`config.mk`:
```
export PLATFORM = sky130hd
export DESIGN_NAME = nn_coef_loader
export DESIGN_NICKNAME = d
export VERILOG_FILES = /design/src/rtl/nnc_pkg.sv /design/src/rtl/nnc_word_gen.sv /design/src/rtl/nnc_sequencer.sv /design/src/rtl/nnc_coef_ram.sv /design/src/rtl/nn_coef_loader.sv
export SDC_FILE = /design/constraint.sdc
export NUM_CORES = 1
export LEC_CHECK = 0
export BUFFER_PORTS_ARGS = -buffer_cell sky130_fd_sc_hd__buf_2
export CAP_MARGIN = 20
export CORE_MARGIN = 2
export CORE_UTILIZATION = 50
export CTS_CLUSTER_SIZE = 14
export DETAILED_ROUTE_END_ITERATION = 16
export GPL_TIMING_DRIVEN = 0
export PLACE_DENSITY = 0.78
export SYNTH_ARGS = -nofsm -noshare
export SYNTH_HDL_FRONTEND = slang
export SYNTH_SLANG_ARGS = --single-unit
export TNS_END_PERCENT = 10
```
`constraint.sdc`:
```
create_clock -name clk -period 6.7 [get_ports clk]
set_input_delay 1.34 -clock clk [delete_from_list [all_inputs] [get_ports clk]]
set_output_delay 1.34 -clock clk [all_outputs]
set_load 0.1 [all_outputs]
```
`src/rtl/nnc_pkg.sv`:
```
package nnc_pkg;
    typedef enum logic [1:0] {
        SQ_IDLE  = 2'd0,
        SQ_ARM   = 2'd1,
        SQ_FILL  = 2'd2,
        SQ_CLEAR = 2'd3
    } seq_state_t;
endpackage

```
`src/rtl/nnc_word_gen.sv`:
```
module nnc_word_gen #(
    parameter int PHASES = 17,
    parameter int TAPS   = 7,
    parameter int CENTER = 3,
    parameter int COEF_W = 16,
    parameter logic [COEF_W-1:0] UNITY = 16'h0800,
    parameter logic [COEF_W-1:0] ZERO  = 16'h3000,
    parameter int AW     = 6
) (
    input  logic [AW-1:0]       word_idx,
    output logic [2*COEF_W-1:0] word
);
    localparam int NCOEF = PHASES * TAPS;
    localparam int CI_W  = AW + 1;

    for (genvar h = 0; h < 2; h++) begin : g_half
        logic [CI_W-1:0] ci;
        logic [CI_W-1:0] tap;
        assign ci  = {word_idx, 1'b0} + CI_W'(h);
        assign tap = ci % CI_W'(TAPS);
        assign word[h*COEF_W +: COEF_W] =
            (ci >= CI_W'(NCOEF)) ? '0 :
            (tap == CI_W'(CENTER)) ? UNITY : ZERO;
    end
endmodule

```
`src/rtl/nnc_sequencer.sv`:
```
module nnc_sequencer
    import nnc_pkg::*;
#(
    parameter int NWORDS      = 60,
    parameter int AW          = 6,
    parameter int DW          = 32,
    parameter int AUTOINC_BIT = 10
) (
    input  logic          clk,
    input  logic          rst_n,
    input  logic          start,
    input  logic          rdy,
    input  logic [DW-1:0] fill_word,
    output logic [AW-1:0] word_idx,
    output logic          wr,
    output logic          sel,
    output logic [DW-1:0] wdata,
    output logic          busy,
    output logic          done
);
    seq_state_t state_q, state_d;
    logic [AW-1:0] cnt_q;
    logic          done_q;
    logic          accept;
    logic          last_word;

    assign accept    = wr && rdy;
    assign last_word = (cnt_q == AW'(NWORDS - 1));

    always_ff @(posedge clk) begin
        if (!rst_n) state_q <= SQ_IDLE;
        else        state_q <= state_d;
    end

    always_comb begin
        state_d = state_q;
        unique case (state_q)
            SQ_IDLE:  if (start) state_d = SQ_ARM;
            SQ_ARM:   if (accept) state_d = SQ_FILL;
            SQ_FILL:  if (accept && last_word) state_d = SQ_CLEAR;
            SQ_CLEAR: if (accept) state_d = SQ_IDLE;
            default:  state_d = SQ_IDLE;
        endcase
    end

    always_ff @(posedge clk) begin
        if (!rst_n) begin
            cnt_q  <= '0;
            done_q <= 1'b0;
        end else begin
            done_q <= (state_q == SQ_CLEAR) && accept;
            if (state_q == SQ_ARM)
                cnt_q <= '0;
            else if (state_q == SQ_FILL && accept)
                cnt_q <= cnt_q + 1'b1;
        end
    end

    always_comb begin
        wr    = 1'b0;
        sel   = 1'b0;
        wdata = '0;
        unique case (state_q)
            SQ_IDLE:  ;
            SQ_ARM:  begin wr = 1'b1; wdata = DW'(1) << AUTOINC_BIT; end
            SQ_FILL: begin wr = 1'b1; sel = 1'b1; wdata = fill_word; end
            SQ_CLEAR: wr = 1'b1;
            default: ;
        endcase
    end

    assign word_idx = cnt_q;
    assign busy     = (state_q != SQ_IDLE);
    assign done     = done_q;

    AST_DONE_SINGLE: assert property (@(posedge clk) disable iff (!rst_n)
        done_q |=> !done_q);
    AST_DONE_AT_FALL: assert property (@(posedge clk) disable iff (!rst_n)
        $fell(busy) |-> done_q);
    AST_START_IGNORED: assert property (@(posedge clk) disable iff (!rst_n)
        (state_q == SQ_FILL && start) |=> (state_q != SQ_ARM));
    AST_HOLD_REQ: assert property (@(posedge clk) disable iff (!rst_n)
        (wr && !rdy) |=> (wr && $stable(sel) && $stable(wdata)));
    AST_CNT_RANGE: assert property (@(posedge clk) disable iff (!rst_n)
        (state_q == SQ_FILL) |-> (cnt_q < AW'(NWORDS)));
endmodule

```
`src/rtl/nnc_coef_ram.sv`:
```
module nnc_coef_ram #(
    parameter int NWORDS      = 60,
    parameter int AW          = 6,
    parameter int DW          = 32,
    parameter int AUTOINC_BIT = 10,
    parameter int IW          = AUTOINC_BIT + 1
) (
    input  logic          clk,
    input  logic          rst_n,
    input  logic          stall,
    input  logic          wr,
    input  logic          sel,
    input  logic [DW-1:0] wdata,
    output logic          rdy,
    output logic [IW-1:0] idx_value,
    input  logic [AW-1:0] rd_addr,
    output logic [DW-1:0] rd_data
);
    logic [DW-1:0] mem [NWORDS];
    logic [AW-1:0] idx_q;
    logic          ainc_q;
    logic          wr_ok;
    logic          idx_unused;

    assign rdy   = !stall;
    assign wr_ok = wr && rdy;
    assign idx_unused = ^{wdata[DW-1:AUTOINC_BIT+1], wdata[AUTOINC_BIT-1:AW]};

    always_ff @(posedge clk) begin
        if (!rst_n) begin
            idx_q  <= '0;
            ainc_q <= 1'b0;
        end else if (wr_ok) begin
            if (!sel) begin
                idx_q  <= wdata[AW-1:0];
                ainc_q <= wdata[AUTOINC_BIT];
            end else if (ainc_q) begin
                idx_q <= idx_q + 1'b1;
            end
        end
    end

    always_ff @(posedge clk) begin
        if (wr_ok && sel && idx_q < AW'(NWORDS))
            mem[idx_q] <= wdata;
    end

    assign idx_value = IW'(idx_q) | (IW'(ainc_q) << AUTOINC_BIT);
    assign rd_data   = (rd_addr < AW'(NWORDS)) ? mem[rd_addr] : '0;

    AST_AUTOINC: assert property (@(posedge clk) disable iff (!rst_n)
        (wr_ok && sel && ainc_q) |=> (idx_q == AW'($past(idx_q) + 1'b1)));
    AST_NO_OVERFLOW: assert property (@(posedge clk) disable iff (!rst_n)
        (wr_ok && sel) |-> (idx_q < AW'(NWORDS)));
endmodule

```
`src/rtl/nn_coef_loader.sv`:
```
module nn_coef_loader #(
    parameter int PHASES      = 17,
    parameter int TAPS        = 7,
    parameter int CENTER      = 3,
    parameter int COEF_W      = 16,
    parameter int AUTOINC_BIT = 10,
    localparam int NCOEF      = PHASES * TAPS,
    localparam int NWORDS     = (NCOEF + 1) / 2,
    localparam int AW         = $clog2(NWORDS),
    localparam int DW         = 2 * COEF_W,
    localparam int IW         = AUTOINC_BIT + 1
) (
    input  logic          clk,
    input  logic          rst_n,
    input  logic          start,
    input  logic          ram_stall,
    output logic          busy,
    output logic          done,
    output logic          bus_wr,
    output logic          bus_sel,
    output logic [DW-1:0] bus_wdata,
    output logic          bus_rdy,
    output logic [IW-1:0] idx_value,
    input  logic [AW-1:0] rd_addr,
    output logic [DW-1:0] rd_data
);
    logic [AW-1:0] word_idx;
    logic [DW-1:0] fill_word;

    nnc_word_gen #(
        .PHASES(PHASES), .TAPS(TAPS), .CENTER(CENTER), .COEF_W(COEF_W), .AW(AW)
    ) u_gen (
        .word_idx(word_idx),
        .word    (fill_word)
    );

    nnc_sequencer #(
        .NWORDS(NWORDS), .AW(AW), .DW(DW), .AUTOINC_BIT(AUTOINC_BIT)
    ) u_seq (
        .clk      (clk),
        .rst_n    (rst_n),
        .start    (start),
        .rdy      (bus_rdy),
        .fill_word(fill_word),
        .word_idx (word_idx),
        .wr       (bus_wr),
        .sel      (bus_sel),
        .wdata    (bus_wdata),
        .busy     (busy),
        .done     (done)
    );

    nnc_coef_ram #(
        .NWORDS(NWORDS), .AW(AW), .DW(DW), .AUTOINC_BIT(AUTOINC_BIT), .IW(IW)
    ) u_ram (
        .clk      (clk),
        .rst_n    (rst_n),
        .stall    (ram_stall),
        .wr       (bus_wr),
        .sel      (bus_sel),
        .wdata    (bus_wdata),
        .rdy      (bus_rdy),
        .idx_value(idx_value),
        .rd_addr  (rd_addr),
        .rd_data  (rd_data)
    );
endmodule

```
==> run metrics, run 1 <==
final WL 29.3 mm; vias in the first global route 7196; Layout area overhead 15.1%; hold path depth 2; outcome complete, no violations; clk_lat worst skew 0.58 ns; sequential share of power 47.7%; RSZ-0062 raised after global routing no; Synth top cells by count edfxtp_1 (300), mux4_2 (90), nor2_1 (83), buf_4 (61), nand2_1 (28); via count of the routed design 7380; total gr overflow 0; syn avg cell area 17.5 um2; global route hottest layer met2; Worst Path Required 5.36 ns; die area 28600 um2; mapped cell area 13600 um2; DRC 0; Synth Register Bits 316; Max Clock Skew 0.0312 ns; root buf cell clkbuf_16; Synth area leaders edfxtp_1 (66%), mux4_2 (15%), buf_4 (3.4%); PortBufs 32; die extent in y 169 um; P_int 3.42 mW; clock sink count 316; most common cell in the synthesized netlist edfxtp_1; met3 GRT Util 4.49%; all-layer global routing usage 20.2%; hold path start u_ram.ainc_q$_SDFFE_PN0P_; Core Box Area 26900 um2; Slowest-stage cell, CP and3_2; Clock transition at path regs 0.06 ns; DRT Pass-1 Iters 5; Final ANT Viol Nets 0; min Tclk post-route 6.42 ns; Antenna Cells 0; CP arrival 5.08 ns; hold_ws 0.565 ns; first-pass GRT wire length 43.2 mm; IO Count 90; share of the synthesized area in the top cell type 66.2%; combinational share of power 17.0%; maxcap violations 0; critical path type reg -> out; endpoint type of the worst setup path output pin; Yosys cell types 52; final instance area 15700 um2; CP delay by family, top simple AND/OR/NAND/NOR gates; Synth Flop Type edfxtp_1; Initial Utilization 50.7%; Post-Place Worst Slack 0.154 ns; Lkg Pwr 5.31 nW; DP Area 14600 um2; hpwl dp 18.8 mm; CP max stage delay 0.60 ns; crit path max fanout 20; WHS Endpoint u_ram.idx_q[1]$_SDFFE_PN0P_; Sw Ratio 28.7%; Final Max Slew Viols 0; switching power 1.38 mW; mean routed wirelength per cell 23.0 um; Top cell by count, worst path ha_1; post-synth top area cell edfxtp_1; Global Route met2 Usage 32.5%; Async SR Flop Fraction 0%; reg2reg start u_seq.word_idx[0]$_SDFFE_PP0P_; Clk pwr share 35.3%; Power Total 4.79 mW; Synth Instances 776; initial antenna violation count 0; pwr/cell area 306 nW/um2; largest net degree at the start of global routing 44; final setup margin 0.282 ns; clock tree buffer depth 3; final design utilization 58.3%; share of layout cells above drive strength 1 29.0%; Yosys warnings 0; VDD IR max 0.459 mV; Slew HR 38.5%; Initial DRC Count 1021; DR vias/cell 5.80; CTS tree yes; post-synthesis sequential area ratio 68.5%; # hold bufs at CTS 0; Worst R2R End u_ram.mem[58][27]$_DFFE_PP_; Reg2Reg Setup Slack 1.98 ns; # nets final 930; CTS buffer count 31; Setup Viol. Count Final 0; worst hold path type reg -> reg; Tcrit/Tclk final 95.8%; critical-path cell list clkbuf_2 > inv_1 > ha_1 > or3_4 > and4_4 > a2111oi_4 > ha_1 > o211ai_1 > nor4b_1 > o21ai_1 > and3_2 > buf_4 > buf_2; setup_tns 0 ns; Routability Congestion 0.789; Reg2Reg Depth 12; CP Buf/Inv Count 4; die width 169 um; worst slew pin tran 0.922 ns; H-tree depth 1; Cell Rows 60; Cells after DPL 1208; fmax 156 MHz; Fin. Hold Viols 0; EDFF count, synth 300; Post-Layout Cell Count 1273; met1 Use GR 28.3%; startpoint types flop
==> cell usage in the layout (no fill, tap or decap), drive strengths merged, types with 2 or more instances in the layout <==
master / count
a211oi: 4
a21bo: 2
a21oi: 7
a311oi: 2
a31oi: 3
and3: 7
and4b: 2
buf: 116
bufinv: 3
clkbuf: 54
clkinv: 19
conb: 54
dfxtp: 16
edfxtp: 300
ha: 13
inv: 14
mux2i: 20
mux4: 90
nand2: 28
nand2b: 2
nand3: 7
nand3b: 4
nand4: 7
nor2: 83
nor2b: 5
nor3: 4
o211ai: 3
o21a: 4
o21ai: 21
o22a: 2
o22ai: 6
or3: 3
xnor2: 4
xor2: 7
==> routing by layer <==
metal | up-vias | share of wire (%)
li1 | 3234 | -
met5 | - | 0
met4 | 0 | 2.3
met3 | 49 | 9.7
met1 | 3705 | 41
met2 | 392 | 47
==> worst min-delay path: stages, from the launching register on <==
cell	delay, ns
dfxtp_1	0.36
nand4_1	0.08
a21boi_0	0.07
==> power groups by stage <==
stage / Combinational (mW) / Clock [mW] / Sequential, mW
final: 0.817 / 1.69 / 2.29
after floorplan: 0.610 / 0 / 2.34
after detailed placement: 0.795 / 0 / 2.33
after CTS: 0.802 / 1.70 / 2.29
after global routing: 0.861 / 1.78 / 2.29
after global placement: 0.744 / 0 / 2.34
==> flip-flops by register name, indices dropped and copies added (netlist names) <==
register        count
u_seq.state_q       2
u_ram.mem         300
u_ram.ainc_q        1
u_seq.word_idx      6
u_seq.done          1
u_ram.idx_q         6
==> layout make-up <==
| type | instances | area (um2) |
|---|---|---|
| Buffer | 95 | 608 |
| Clock buffer | 33 | 783 |
| Clock inverter | 25 | 213 |
| Fill cell | 1962 | 11200 |
| Inverter | 12 | 45.0 |
| Multi-Input combinational cell | 409 | 3930 |
| Sequential cell | 316 | 9330 |
| Tap cell | 341 | 427 |
| Timing Repair Buffer | 42 | 338 |
==> cell families after synthesis <==
family | synth area share, %
fa+ha+maj | 1.19
simple gates | 5.35
compound gates | 3.00
flops | 68.5
other cells | 0.0275
mux | 16.4
xor+xnor | 0.707
buf+inv | 4.79
==> how the worst max path moves through the flow <==
stage / startpoint / end / cells past startpoint
6_report: u_seq.word_idx[0]$_SDFFE_PP0P_ / bus_wdata[29] / 13
5_1_grt: u_seq.word_idx[0]$_SDFFE_PP0P_ / bus_wdata[29] / 13
4_1_cts: u_seq.word_idx[0]$_SDFFE_PP0P_ / bus_wdata[13] / 14
3_5_place_dp: u_seq.word_idx[0]$_SDFFE_PP0P_ / bus_wdata[27] / 14
3_3_place_gp: u_seq.word_idx[0]$_SDFFE_PP0P_ / bus_wdata[13] / 14
2_1_floorplan: u_seq.word_idx[0]$_SDFFE_PP0P_ / bus_wdata[13] / 13
==> timing repair <==
| action | CTS | global route |
|---|---|---|
| gates resized for setup | 3 | 4 |
| pin swaps | 1 | 2 |
| cloned | 1 | 2 |
| buffers inserted | 1 | 3 |
| setup endpoints to repair | 4 | 4 |
No activity file was read; power rests on OpenSTA's default activity.
==> inputs of run 2 (changes only) <==
--- a/config.mk
+++ b/config.mk
@@ -7,12 +7,14 @@
 export LEC_CHECK = 0
 export BUFFER_PORTS_ARGS = -buffer_cell sky130_fd_sc_hd__buf_2
 export CAP_MARGIN = 20
+export CELL_PAD_IN_SITES_DETAIL_PLACEMENT = 1
+export CELL_PAD_IN_SITES_GLOBAL_PLACEMENT = 1
 export CORE_MARGIN = 2
-export CORE_UTILIZATION = 50
+export CORE_UTILIZATION = 47
 export CTS_CLUSTER_SIZE = 14
 export DETAILED_ROUTE_END_ITERATION = 16
 export GPL_TIMING_DRIVEN = 0
-export PLACE_DENSITY = 0.78
+export PLACE_DENSITY = 0.84
 export SYNTH_ARGS = -nofsm -noshare
 export SYNTH_HDL_FRONTEND = slang
 export SYNTH_SLANG_ARGS = --single-unit
==> run metrics, run 2 (synthesis gave the netlist of run 1 again) <==
outcome complete, no violations; CP max stage delay 0.44 ns; VDD IR max 0.504 mV; # nets final 929; Multi-input gate area 3880 um2; clock tree buffer depth 3; maxcap violations 0; Worst Path Required 5.36 ns; fmax 158 MHz; critical-path cell list clkbuf_2 > inv_1 > ha_1 > or3_4 > and4_4 > a2111oi_4 > ha_1 > mux2_2 > ha_1 > a211oi_1 > o21ai_0 > a311oi_4 > buf_16 > buf_16 > buf_6; Antenna Cells 0; Max Clock Skew 0.0231 ns; Routability Congestion 0.779; mean routed wirelength per cell 24.5 um; Layout area overhead 14.9%; Core Box Area 28600 um2; min Tclk post-route 6.34 ns; CTS tree yes; max reg flops 300; crit path max fanout 23; IO Count 90; Reg2Reg Depth 17; register area 9330 um2; DR vias/cell 5.62; startpoint types flop; hpwl dp 22.4 mm; Power Total 4.72 mW; PortBufs 32; hold_ws 0.588 ns; Initial Utilization 47.6%; setup_tns 0 ns; Initial DRC Count 700; share of layout cells above drive strength 1 28.1%; clock sink count 316; worst slew pin tran 0.922 ns; final instance area 15600 um2; die width 174 um; critical path type reg -> out; die extent in y 174 um; endpoint type of the worst setup path output pin; largest net degree at the start of global routing 46; all-layer global routing usage 21.7%; total gr overflow 0; Clock transition at path regs 0.06 ns; Tcrit/Tclk final 94.6%; final-layout fill cell count 2651; DRC 0; commonest non-fill, non-tap cell in the layout edfxtp_1; vias in the first global route 7774; hold path depth 2; Final ANT Viol Nets 0; Post-Place Worst Slack -0.0916 ns; Fin. Hold Viols 0; CP arrival 5.00 ns; via count of the routed design 7375; # hold bufs at CTS 0; pwr/cell area 302 nW/um2; Lkg Pwr 5.28 nW; worst hold path type reg -> reg; final WL 32.2 mm; first-pass GRT wire length 49.3 mm; RSZ-0062 raised after global routing no; commonest cells after routing, fill and taps aside edfxtp_1 (300), mux4_2 (90), nor2_1 (83); clk_lat worst skew 0.58 ns; DP Area 14700 um2; root buf cell clkbuf_16; H-tree depth 1; Cell Rows 62; Slowest-stage cell, CP dfxtp_1; DRT Pass-1 Iters 5; Slew HR 38.5%; Top cell by count, worst path ha_1; final setup margin 0.359 ns; Final Max Slew Viols 0; die area 30400 um2; Setup Viol. Count Final 0; initial antenna violation count 0; Top reg by flops u_ram.mem; CTS buffer count 31
-- run 2: repair_timing --
item,4_1_cts,5_1_grt
setup endpoints to repair,2,3
resized for setup,3,2
setup buffers,1,4
endpoints found under the hold margin,0,0
pin swaps,1,2
-- run 2: critical path: cells and delay by family (launching register included) --
family                   cells  cell delay (ns)
AND/OR/NAND/NOR              2             0.58
adder cells (fa/ha/maj)      3             0.86
buffers and inverters        5             1.11
flip-flops                   1             0.44
multiplexers                 1             0.27
AO/OA/AOI/OAI                4             1.16
-- run 2: metal layers --
layer	share of wire (%)	up-vias	GRT usage, %	wire, um
met5	0	-	0	0
li1	-	3210	-	-
met4	2.2	0	6.09	714
met2	51	269	36.6	16400
met3	6.5	57	3.72	2100
met1	40	3839	29.4	13000
-- run 2: final cells by class --
type                       count  share of cell area (%)
buffer                        95                    3.89
timing repair buffer          44                    2.53
inverter                      12                   0.288
clock buffer                  41                    5.20
sequential                   316                    59.6
tap                          384                    3.07
multi-input combinational    406                    24.8
clock inverter                15                   0.624
-- run 2: power breakdown --
group	leakage, nW	internal, mW	switching, mW
sequential	2.86	2.28	0.0111
combinational	1.97	0.190	0.643
clock	0.443	0.885	0.718
total	5.28	3.35	1.37
-- run 2: final timing paths --
path                                                      from                       endpoint  slack [ns]
worst max-delay path            u_seq.word_idx[0]$_SDFFE_PP0P_                  bus_wdata[27]        0.36
worst min-delay path             u_seq.state_q[1]$_SDFFE_PN0P_  u_seq.state_q[1]$_SDFFE_PN0P_        0.59
worst max register to register  u_seq.word_idx[0]$_SDFFE_PP0P_    u_ram.mem[12][13]$_DFFE_PP_        2.31
worst min register to register   u_seq.state_q[1]$_SDFFE_PN0P_  u_seq.state_q[1]$_SDFFE_PN0P_        0.59
-- run 2: per-stage QoR --
stage               util (%)  instances
global placement        50.6       1245
detailed placement      51.3       1252
finish                  54.7       1313
global route            54.7       1313
floorplan                  -        829
CTS                     54.5       1309
==> inputs of run 3 (changes only) <==
--- a/config.mk
+++ b/config.mk
@@ -5,16 +5,17 @@
 export SDC_FILE = /design/constraint.sdc
 export NUM_CORES = 1
 export LEC_CHECK = 0
+export ABC_AREA = 1
 export BUFFER_PORTS_ARGS = -buffer_cell sky130_fd_sc_hd__buf_2
 export CAP_MARGIN = 20
 export CELL_PAD_IN_SITES_DETAIL_PLACEMENT = 1
 export CELL_PAD_IN_SITES_GLOBAL_PLACEMENT = 1
 export CORE_MARGIN = 2
-export CORE_UTILIZATION = 47
+export CORE_UTILIZATION = 44
 export CTS_CLUSTER_SIZE = 14
 export DETAILED_ROUTE_END_ITERATION = 16
 export GPL_TIMING_DRIVEN = 0
-export PLACE_DENSITY = 0.84
+export PLACE_DENSITY = 0.83
 export SYNTH_ARGS = -nofsm -noshare
 export SYNTH_HDL_FRONTEND = slang
 export SYNTH_SLANG_ARGS = --single-unit
==> run metrics, run 3 <==
# nets final 1339; Initial DRC Count 1399; Synth Register Bits 316; Slowest-stage cell, CP nor3_4; Synth top cells by count edfxtp_1 (300), nor2_1 (228), o21ai_0 (156), nand2_1 (85), nand3_1 (60); CP arrival 4.71 ns; Clock transition at path regs 0.06 ns; clk_lat worst skew 0.58 ns; commonest cells after routing, fill and taps aside edfxtp_1 (300), nor2_1 (227), o21ai_0 (156); Layout area overhead 15.3%; crit path max fanout 25; commonest non-fill, non-tap cell in the layout edfxtp_1; total gr overflow 0; Yosys cell types 39; Core Box Area 30700 um2; Worst Path Required 5.36 ns; share of the synthesized area in the top cell type 65.4%; die extent in y 181 um; largest net degree at the start of global routing 38; min Tclk post-route 6.05 ns; syn avg cell area 11.6 um2; Antenna Cells 0; final instance area 15900 um2; outcome complete, no violations; DRT Pass-1 Iters 5; # hold bufs at CTS 0; most common cell in the synthesized netlist edfxtp_1; Synth Flop Type edfxtp_1; # resized after CTS 0; vias in the first global route 10951; Setup Viol. Count Final 0; post-synthesis sequential area ratio 67.7%; RSZ-0062 raised after global routing no; Power Total 5.21 mW; mapped cell area 13800 um2; CP max stage delay 0.80 ns; H-tree depth 1; Setup Buffers After CTS 0; Final ANT Viol Nets 0; Routability Congestion 0.971; die width 181 um; share of layout cells above drive strength 1 14.2%; maxcap violations 0; CTS buffer count 31; pwr/cell area 328 nW/um2; startpoint types flop; Initial Utilization 44.9%; final-layout fill cell count 3255; Post-Layout Cell Count 1737; IO Count 90; critical-path cell list buf_2 > inv_1 > ha_1 > nor2_1 > nor2_1 > nand3_2 > nand2_4 > nand2_4 > nand2_2 > ha_1 > inv_1 > a21boi_0 > ha_1 > nand3b_1 > a21oi_1 > nand2_1 > nor3_4 > buf_16 > buf_2; Lkg Pwr 5.83 nW; combinational share of power 19.8%; Cells after DPL 1679; switching power 1.61 mW; Max Clock Skew 0.0217 ns; post-synth top area cell edfxtp_1; Clk pwr share 35.7%; max reg flops 300; Yosys warnings 0; sequential share of power 44.5%; final design utilization 51.8%; PortBufs 33; clock sink count 316; Top cell by count, worst path ha_1; Sw Ratio 30.9%; Cell Rows 64; endpoint type of the worst setup path output pin; Final Max Slew Viols 0; die area 32700 um2; Synth Instances 1191; first-pass GRT wire length 67.6 mm; Fin. Hold Viols 0; Async SR Flop Fraction 0%; worst hold path type reg -> reg; worst slew pin tran 1.04 ns; root buf cell clkbuf_16; P_int 3.60 mW; Top reg by flops u_ram.mem; CTS tree yes; VDD IR max 0.362 mV; all-layer global routing usage 27.5%; initial antenna violation count 0; DP Area 14800 um2; Tcrit/Tclk final 90.3%; fmax 165 MHz; EDFF count, synth 300; Synth area leaders edfxtp_1 (65%), nor2_1 (6.2%), o21ai_0 (5.7%); via count of the routed design 10567; Slew HR 30.3%; hold_ws 0.542 ns; DR vias/cell 6.08; final WL 45.4 mm; DRC 0; critical path type reg -> out; mean routed wirelength per cell 26.1 um; clock tree buffer depth 3; hpwl dp 30.4 mm
==> run 3: critical path: cells and delay by family (launching register included) <==
kind,cells,cell delay [ns]
compound gates,2,0.20
fa+ha+maj,3,0.66
buf+inv,5,1.15
flops,1,0.40
simple gates,9,1.69
==> run 3: worst paths after layout <==
kind,start,cells past startpoint,endpoint,slack (ns)
setup / recovery,u_seq.word_idx[0]$_SDFFE_PP0P_,19,bus_wdata[27],0.65
hold / removal,u_ram.ainc_q$_SDFFE_PN0P_,2,u_ram.idx_q[0]$_SDFFE_PN0P_,0.54
setup reg to reg,u_seq.word_idx[0]$_SDFFE_PP0P_,18,u_ram.mem[3][27]$_DFFE_PP_,2.83
hold reg to reg,u_ram.ainc_q$_SDFFE_PN0P_,2,u_ram.idx_q[0]$_SDFFE_PN0P_,0.54
==> run 3: cell families (layout without fill, tap and decap cells) <==
group,after synthesis,in the layout,synth area share (%)
flops,316,316,67.7
buf+inv,165,262,6.23
xor+xnor,3,3,0.191
fa+ha+maj,13,13,1.18
simple gates,412,412,12.8
other cells,1,54,0.0272
compound gates,281,281,11.8
==> run 3: cell type report <==
cell class                      instances  area, um2  share of cell area [%]
Sequential cell                       316       9330                    58.7
Clock inverter                         21        262                    1.65
Buffer                                118        682                    4.29
Multi-Input combinational cell        763       3810                    24.0
Inverter                               47        176                    1.11
Tap cell                              396        495                    3.12
Timing Repair Buffer                   39        310                    1.95
Clock buffer                           37        818                    5.15
==> run 3: routing by layer <==
layer | part of all wire (%) | GRT usage (%) | vias to the layer above
li1 | - | - | 4470
met1 | 37 | 34.5 | 5214
met2 | 47 | 44.3 | 710
met3 | 10 | 5.08 | 173
met4 | 6.2 | 16.4 | 0
met5 | 0 | 0 | -
==> run 3: power groups by stage <==
stage / registers, mW / logic [mW] / clock network [mW]
finish: 2.32 / 1.03 / 1.86
global route: 2.32 / 1.08 / 1.94
CTS: 2.32 / 1.02 / 1.86
detailed placement: 2.36 / 1.02 / 0
global placement: 2.38 / 0.930 / 0
floorplan: 2.37 / 0.707 / 0
==> run 3: metrics by stage <==
| step | setup TNS, ns | worst slack, ns |
|---|---|---|
| 6_report | 0 | 0.647 |
| 5_1_grt | 0 | 0.278 |
| 4_1_cts | 0 | 0.626 |
| 3_5_place_dp | 0 | 1.09 |
| 3_3_place_gp | -3.05 | -1.16 |
| 2_1_floorplan | -0.270 | -0.270 |
